$ cat src/rtl/crc_lag_errcnt.sv
module crc_lag_errcnt #(
  parameter int unsigned CNT_W = 8
) (
  input  logic             clk_i,
  input  logic             rst_ni,
  input  logic             inc_i,
  input  logic             clr_i,
  output logic [CNT_W-1:0] cnt_o
);
  localparam logic [CNT_W-1:0] CNT_MAX = '1;

  logic [CNT_W-1:0] cnt_q;

  always_ff @(posedge clk_i or negedge rst_ni) begin
    if (!rst_ni)                         cnt_q <= '0;
    else if (clr_i)                      cnt_q <= inc_i ? CNT_W'(1) : '0;
    else if (inc_i && cnt_q != CNT_MAX)  cnt_q <= cnt_q + 1'b1;
  end

  assign cnt_o = cnt_q;

  assert_no_wrap_R6: assert property (@(posedge clk_i) disable iff (!rst_ni)
    cnt_q == CNT_MAX && !clr_i |=> cnt_q == CNT_MAX);
  assert_step_one_R6: assert property (@(posedge clk_i) disable iff (!rst_ni)
    !clr_i |=> cnt_q == $past(cnt_q) || cnt_q == $past(cnt_q) + 1'b1);
  assert_clear_low_R7: assert property (@(posedge clk_i) disable iff (!rst_ni)
    clr_i |=> cnt_q <= CNT_W'(1));
endmodule

$ cat config.mk
export PLATFORM = sky130hd
export DESIGN_NAME = crc_lag_errcnt
export DESIGN_NICKNAME = d
export VERILOG_FILES = /design/src/rtl/crc_lag_errcnt.sv
export SDC_FILE = /design/constraint.sdc
export NUM_CORES = 1
export LEC_CHECK = 0
export BUFFER_PORTS_ARGS = -buffer_cell sky130_fd_sc_hd__buf_2
export CAP_MARGIN = 5
export CORE_AREA = 5 5 42 44
export CTS_CLUSTER_DIAMETER = 80
export DETAILED_ROUTE_END_ITERATION = 16
export DIE_AREA = 0 0 47 49
export GPL_ROUTABILITY_DRIVEN = 0
export PLACE_DENSITY = 0.54
export SKIP_LAST_GASP = 1
export SYNTH_ARGS = -nofsm -noshare
export SYNTH_HDL_FRONTEND = slang
export SYNTH_SLANG_ARGS = --single-unit
export TNS_END_PERCENT = 5
$ cat constraint.sdc
create_clock -name clk_i -period 1.9 [get_ports clk_i]
set_input_delay 0.285 -clock clk_i [delete_from_list [all_inputs] [get_ports clk_i]]
set_output_delay 0.285 -clock clk_i [all_outputs]
set_load 0.02 [all_outputs]
==> results.txt, run 1 <==
----------------------------------------------------
[STA]
  Number of failing setup endpoints in the final timing report ... 0
  Final hold viol count ... 0
  Final Critical Period ... roughly 1.5 ns
  Aggregate negative setup slack ... 0 ns
  Fmax ... 673 MHz
  Transition at the pin with the smallest max-transition slack ... 0.286 ns
  Fin Clk Skew ... 0.00346 ns
  Fraction of the cycle the final worst path needs ... 78.2%
  RSZ-0062 raised after global routing ... no
  Slew Limit Headroom ... 80.9%
  Final-report max-slew violation count ... 0
  Hold slack final ... around 0.32 ns

[Drt]
  Number of vias per cell ... 5.37
  Initial DRC Count ... 4
  Pre-Repair DR Iteration Count ... 3
  Count of vias placed by the detailed router ... 408
  DRC viols ... 0
  Final Routed Wirelength ... 1050 µm
  Number of nets still failing antenna checks after routing ... 0
  Routed len/inst ... 13.9 µm

[Yosys]
  Cell types with the highest counts after synthesis ... 8 x dfrtp_1, 5 x a21oi_1, 4 x nand2b_1
  Async S/R FF share, synth ... 100%
  Most used standard cell by instance count after synthesis ... dfrtp_1
  Post-synthesis cell count ... 47
  Flops & latches, synth ... 8
  Post-synthesis instance area ... 473 µm²
  Number of enable flip-flop cells after synthesis ... 0
  Portion of the post-synthesis area used by sequential elements ... 42.3%
  Cell types with the largest area share after synthesis ... dfrtp_1 42%, a21oi_1 5.3%, nand2b_1 5.3%
  Area leader, netlist ... dfrtp_1
  Commonest register cell after synthesis ... dfrtp_1
  Count of yosys warnings during synthesis ... 0
  Syn avg cell area ... 10.1 µm²
  Number of nets produced by synthesis ... 52
  Count of different cell masters after synthesis ... 27
  Portion of synthesized cell area occupied by the leading cell type ... 42.3%

[Job]
  Total of max-cap violations ... 0

[Layout]
  Area Overhead vs Synth ... 20.4%
  Post-layout net count ... between 60 and 70
  Inserted Diodes ... 0
  Utilization of the core after routing ... 40.6%
  Max FFs per register ... 8
  Finished Layout Cells ... 76
  Fraction of layout cells with a size suffix above 1 ... around a third

[Clocking]
  Inserted Clock Buffers ... 3
  Number of buffers on the longest clock path ... 2
  Cell at the root of the clock tree ... clkbuf_4
  Clock latency of the later-clocked register in the worst-skew pair ... 0.25 ns
  TritonCTS clock tree ... done
  Post-CTS Repair Setup Buffers ... 0
  Clock edge transition at the registers on the reported setup and hold paths ... 0.05 ns
  Number of levels the H-tree was split into ... 1
  CTS sink count ... 8

[Pwr]
  Peak VDD IR ... 428 µV
  Total power density per cell area ... 626 nW/µm²
  Static leakage ... 0.261 nW
  Final Total Pwr ... about 0.00036 W

[Global route]
  Total routing usage reported by global routing ... between 10% and 20%
  Vias in the first global route ... 394
  Grt ovf ... 0
  Wire length of the first global-routing pass ... 1750 µm
  Antenna violations before repair ... 0
  Largest net degree at the start of global routing ... 12

[Worst setup path]
  Worst-path maximum fanout ... 5
  Critical path data arrival time ... 1.61 ns
  Critical Path RT ... between 2 and 2.5 ns
  CP startpoint kind ... register
  Crit path capture type ... register
  Setup CP Type ... register to register

[Floorplanning]
  Starting density of the core ... 33.8%
  Width of the die ... 47 µm
  Number of placement rows ... 14
  Chip Height ... 49 µm
  Die area ... roughly 2300 µm²
  Std-Cell Core Area ... 1400 µm²
  I/O pin total ... 12

[Worst hold path]
  Class of the worst hold path ... primary input to register

[Placement]
  Post-placement cell count ... 72
  Count of input and output buffers ... 11
  HPWL after DPL ... 785 µm

[Outcome]
  Outcome ... complete, no violations

----------------------------------------------------
-- final timing paths --
| kind | from | to | slack [ns] | cells after the start |
|---|---|---|---|---|
| worst max-delay path | cnt_o[0] | cnt_o[5] | 0.42 | 4 |
| worst min-delay path | clr_i | cnt_o[7] | 0.32 | 2 |
| worst max register to register | cnt_o[0] | cnt_o[5] | 0.42 | 4 |
| worst min register to register | cnt_o[1] | cnt_o[1] | 0.62 | 2 |
| max in group asynchronous | rst_ni | cnt_o[1] | 1.32 | 2 |
| min in group asynchronous | rst_ni | cnt_o[4] | 0.41 | 2 |
-- cell usage in the layout, fill, tap and decap left out, types with 2 or more instances in the layout --
| cell | instances |
|---|---|
| buf_2 | 11 |
| dfrtp_1 | 8 |
| a21oi_1 | 5 |
| nand2b_1 | 4 |
| nand2_1 | 3 |
| clkbuf_4 | 3 |
| and3_1 | 2 |
| inv_1 | 2 |
| or3_1 | 2 |
| o21ai_0 | 2 |
-- timing repair --
item | 4_1_cts | 5_1_grt
hold buffers | 1 | 0
hold endpoints to repair | 8 | 0
gates resized for setup | 0 | 0
endpoints found under the setup margin | 0 | 0
-- logic make-up (layout without fill, tap and decap cells) --
kind of cell             Yosys count  after routing  synth area share (%)
buffers and inverters              4             17                  3.97
multiplexers                       1              1                  2.12
AND/OR/NAND/NOR                   18             18                  25.7
adder cells (fa/ha/maj)            1              1                  2.65
AO/OA/AOI/OAI                     15             15                  23.3
flip-flops                         8              8                  42.3
-- routing by layer --
metal	vias up	wire length [µm]	track usage, %
li1	207	-	-
met5	-	0	0
met2	7	520	15.8
met3	2	65	5.54
met4	0	18	5.53
met1	192	450	12.1
-- worst max-delay path: stages (launching register included) --
cell and delay [ns]:
dfrtp_1 0.42, ha_1 0.24, and3_1 0.23, a2111oi_2 0.39, nor3b_1 0.08
-- metrics by stage --
step                setup slack [ns]  instance area [µm²]
floorplan                      0.416                  473
CTS                            0.417                  569
finish                         0.415                  569
global placement               0.472                  537
global route                   0.340                  569
detailed placement             0.428                  537
-- report_power, final --
group	switching, W	internal [W]
registers	0.00000872	0.000177
clock network	0.0000538	0.0000720
logic	0.0000270	0.0000180
-- cell type report --
cell class / count / area (µm²)
clock buffers: 3 / 22.5
well taps: 16 / 20.0
multi-input cells: 35 / 254
fillers: 153 / 832
flip-flops and latches: 8 / 200
inverters: 2 / 7.51
repair buffers: 12 / 65.1
No activity file was read; power rests on OpenSTA's default activity.
==> run 2, diff against run 1 <==
clock period = 1.4 ns   (was 1.9 ns; I/O delays follow)
==> run 2 against run 1 <==
Compared with the run above:
- worst setup slack got worse by 0.32 ns
- maximum frequency rose by 14%
- count of clock-buffer cells in the layout increased by 1
- worst hold slack got worse by 0.086 ns
- first-iteration DRC count is 100% higher
- critical path type unchanged
- clock power increased by 58%
- total power increased by 47%
- global-route usage increased by 0.15 points
- sequential power up 33%
==> results.txt, run 2 (synthesis results as in run 1) <==
----------------------------------------------------
[Global route]
  Vias in the first global route ... 377 (-4.3%)
  Largest net degree at the start of global routing ... 12 (unchanged)
  Grt ovf ... 0 (unchanged)
  Wire length of the first global-routing pass ... 1810 µm (+4.0%)
  Total routing usage reported by global routing ... 10.8% (+0.15 points)
  Antenna violations before repair ... 0 (unchanged)

[Worst setup path]
  Crit Reg-Reg Endpoint ... cnt_o[5]
  Standard cell with the maximum stage delay on the critical path ... dfrtp_2
  Crit path capture type ... register
  Cell Chain, Critical Path ... ha_2, and3_4, a2111oi_4, nor3b_1
  Reg-to-reg setup timing slack ... 0.1 ns (-0.32 ns)
  Largest stage delay on the critical path ... 0.40 ns (-0.02 ns)
  Startpoint of the most critical register-to-register path ... cnt_o[0]
  Critical Path RT ... 1.54 ns (-0.48 ns)
  Total buffers and inverters traversed by the critical path ... 0 (unchanged)
  Critical path data arrival time ... 1.45 ns (-0.16 ns)
  CP startpoint kind ... register
  Cell class contributing the biggest share of worst-path delay ... flip-flops
  FF-to-FF path depth ... 4 (unchanged)
  Setup CP Type ... register to register
  Worst-path maximum fanout ... 5 (unchanged)

[STA]
  Transition at the pin with the smallest max-transition slack ... 0.262 ns (-0.0237 ns)
  Final Critical Period ... 1.30 ns (-0.183 ns)
  Fraction of the cycle the final worst path needs ... 93.0% (+15 points)
  Slew Limit Headroom ... 82.5% (+1.6 points)
  Final hold viol count ... 0 (unchanged)
  Fmax ... 768 MHz (+14%)
  Fin Clk Skew ... 0.00501 ns (+0.00155 ns)
  RSZ-0062 raised after global routing ... no
  Final-report max-slew violation count ... 0 (unchanged)
  Number of failing setup endpoints in the final timing report ... 0 (unchanged)
  Aggregate negative setup slack ... 0 ns (unchanged)

[Layout]
  Storage element area ... 203 µm² (+1.2%)
  Max FFs per register ... 8 (unchanged)
  Fraction of layout cells with a size suffix above 1 ... 40.6% (+9.0 points)
  Inserted Diodes ... 0 (unchanged)
  Combined area of the multi-input logic cells ... 274 µm² (+7.9%)
  Most common library cell in the layout ignoring fill and taps ... buf_2
  Area Overhead vs Synth ... 30.7%
  Top library cells by usage in the layout, fill and taps aside ... 11 x buf_2, 6 x dfrtp_1, 5 x a21oi_1, 4 x nand2b_1
  Post-layout net count ... 70 (+4.5%)
  Number of filler cells placed in the layout ... 147 (-3.9%)

[Clocking]
  Cell at the root of the clock tree ... clkbuf_4
  Inserted Clock Buffers ... 3 (unchanged)
  Clock latency of the later-clocked register in the worst-skew pair ... 0.26 ns (about the same)
  TritonCTS clock tree ... done
  Post-CTS Repair Setup Buffers ... 0 (unchanged)
  Number of levels the H-tree was split into ... 1 (unchanged)
  CTS sink count ... 8 (unchanged)
  Number of buffers on the longest clock path ... 2 (unchanged)
  Clock edge transition at the registers on the reported setup and hold paths ... 0.06 ns (about the same)

[Drt]
  Wire length the detailed router placed on met1 ... 457 µm (+1.6%)
  Detailed route wirelength on metal2 ... 505 µm (-2.9%)
  Met3 Wirelength ... 62 µm (-4.6%)
  Highest routed metal layer ... met4
  Number of vias per cell ... 5.35 (-0.34%)
  Routed len/inst ... 12.9 µm (-7.0%)
  Number of nets still failing antenna checks after routing ... 0 (unchanged)
  Count of vias placed by the detailed router ... 428 (+4.9%)
  DRC viols ... 0 (unchanged)
  Initial DRC Count ... 8 (+4)
  Final Routed Wirelength ... 1030 µm (-2.1%)
  Pre-Repair DR Iteration Count ... 4 (+1)

[Pwr]
  Proportion of total power due to net switching ... 26.6% (+1.5 points)
  Sequential cell fraction of total power ... 47.2% (-4.9 points)
  Int Power ... 0.000385 W (+44%)
  Static leakage ... 0.271 nW (+3.9%)
  Peak VDD IR ... 470 µV (+9.8%)
  Final Total Pwr ... 0.000525 W (+47%)
  Fraction of power consumed by the clock network ... 37.9% (+2.6 points)
  Combinational share of power ... 14.9% (+2.3 points)
  Total power density per cell area ... 849 nW/µm² (+36%)
  Switching power ... 0.000140 W (+56%)

[Placement]
  Count of input and output buffers ... 11 (unchanged)
  HPWL after DPL ... 778 µm (-0.85%)

[Worst hold path]
  Terminating pin of the worst hold path ... cnt_o[4]
  Hold wc startpoint ... clr_i
  Class of the worst hold path ... primary input to register
  Hold Path Cell Cnt ... 2 (unchanged)

[Floorplanning]
  Std-Cell Core Area ... 1400 µm² (unchanged)
  I/O pin total ... 12 (unchanged)
  Number of placement rows ... 14 (unchanged)
  Starting density of the core ... 33.8% (unchanged)
  Die area ... 2300 µm² (unchanged)
  Chip Height ... 49 µm (unchanged)
  Width of the die ... 47 µm (unchanged)

[Job]
  Total of max-cap violations ... 0 (unchanged)

[Outcome]
  Outcome ... complete, no violations

----------------------------------------------------
[run 2: changes by cell type in the layout (fill, tap and decap cells not counted), sizes merged]
cell	delta
buf	+3
clkbuf	+1
[run 2: power groups by stage]
stage          sequential, W  combinational (W)  clock (W)
3_5_place_dp        0.000252          0.0000780          0
4_1_cts             0.000247          0.0000803   0.000208
5_1_grt             0.000248          0.0000877   0.000225
3_3_place_gp        0.000252          0.0000785          0
6_report            0.000247          0.0000784   0.000199
2_1_floorplan       0.000267          0.0000259          0
[run 2: metrics by stage]
step / setup WS, ns / area [µm²] / hold WS [ns] / utilization [%] / std cells
2_1_floorplan: 0.0190 / 483 / -0.0856 / - / 47
3_3_place_gp: 0.0929 / 569 / 0.0692 / 40.6 / 75
3_5_place_dp: 0.0600 / 569 / 0.0661 / 40.6 / 75
4_1_cts: 0.0515 / 606 / 0.243 / 43.2 / 80
5_1_grt: 0.0107 / 618 / 0.254 / 44.1 / 80
6_report: 0.0985 / 618 / 0.235 / 44.1 / 80
[run 2: timing repair]
item                       CTS  global route
hold buffers                 1             0
gates resized for setup      0             1
hold endpoints to repair     8             0
setup endpoints to repair    0             1
[run 2: layer usage]
layer  GRT usage [%]  up-vias
met5               0        -
met4            2.76        0
met3            5.54        2
met2            14.5        8
met1            15.2      203
li1                -      215
[run 2: area by class of cell]
class,instances,area share [%]
Multi-Input combinational cell,35,44.3
Sequential cell,8,32.8
Timing Repair Buffer,15,14.2
Clock buffer,4,4.25
Tap cell,16,3.24
Inverter,2,1.21
[run 2: worst max-delay path by stage]
| stage | from | endpoint | cells after the start |
|---|---|---|---|
| final | cnt_o[0] | cnt_o[5] | 4 |
| after CTS | cnt_o[0] | cnt_o[5] | 4 |
| after floorplan | cnt_o[0] | cnt_o[5] | 4 |
| after global placement | cnt_o[0] | cnt_o[1] | 4 |
| after detailed placement | cnt_o[0] | cnt_o[5] | 4 |
| after global routing | cnt_o[1] | cnt_o[6] | 4 |
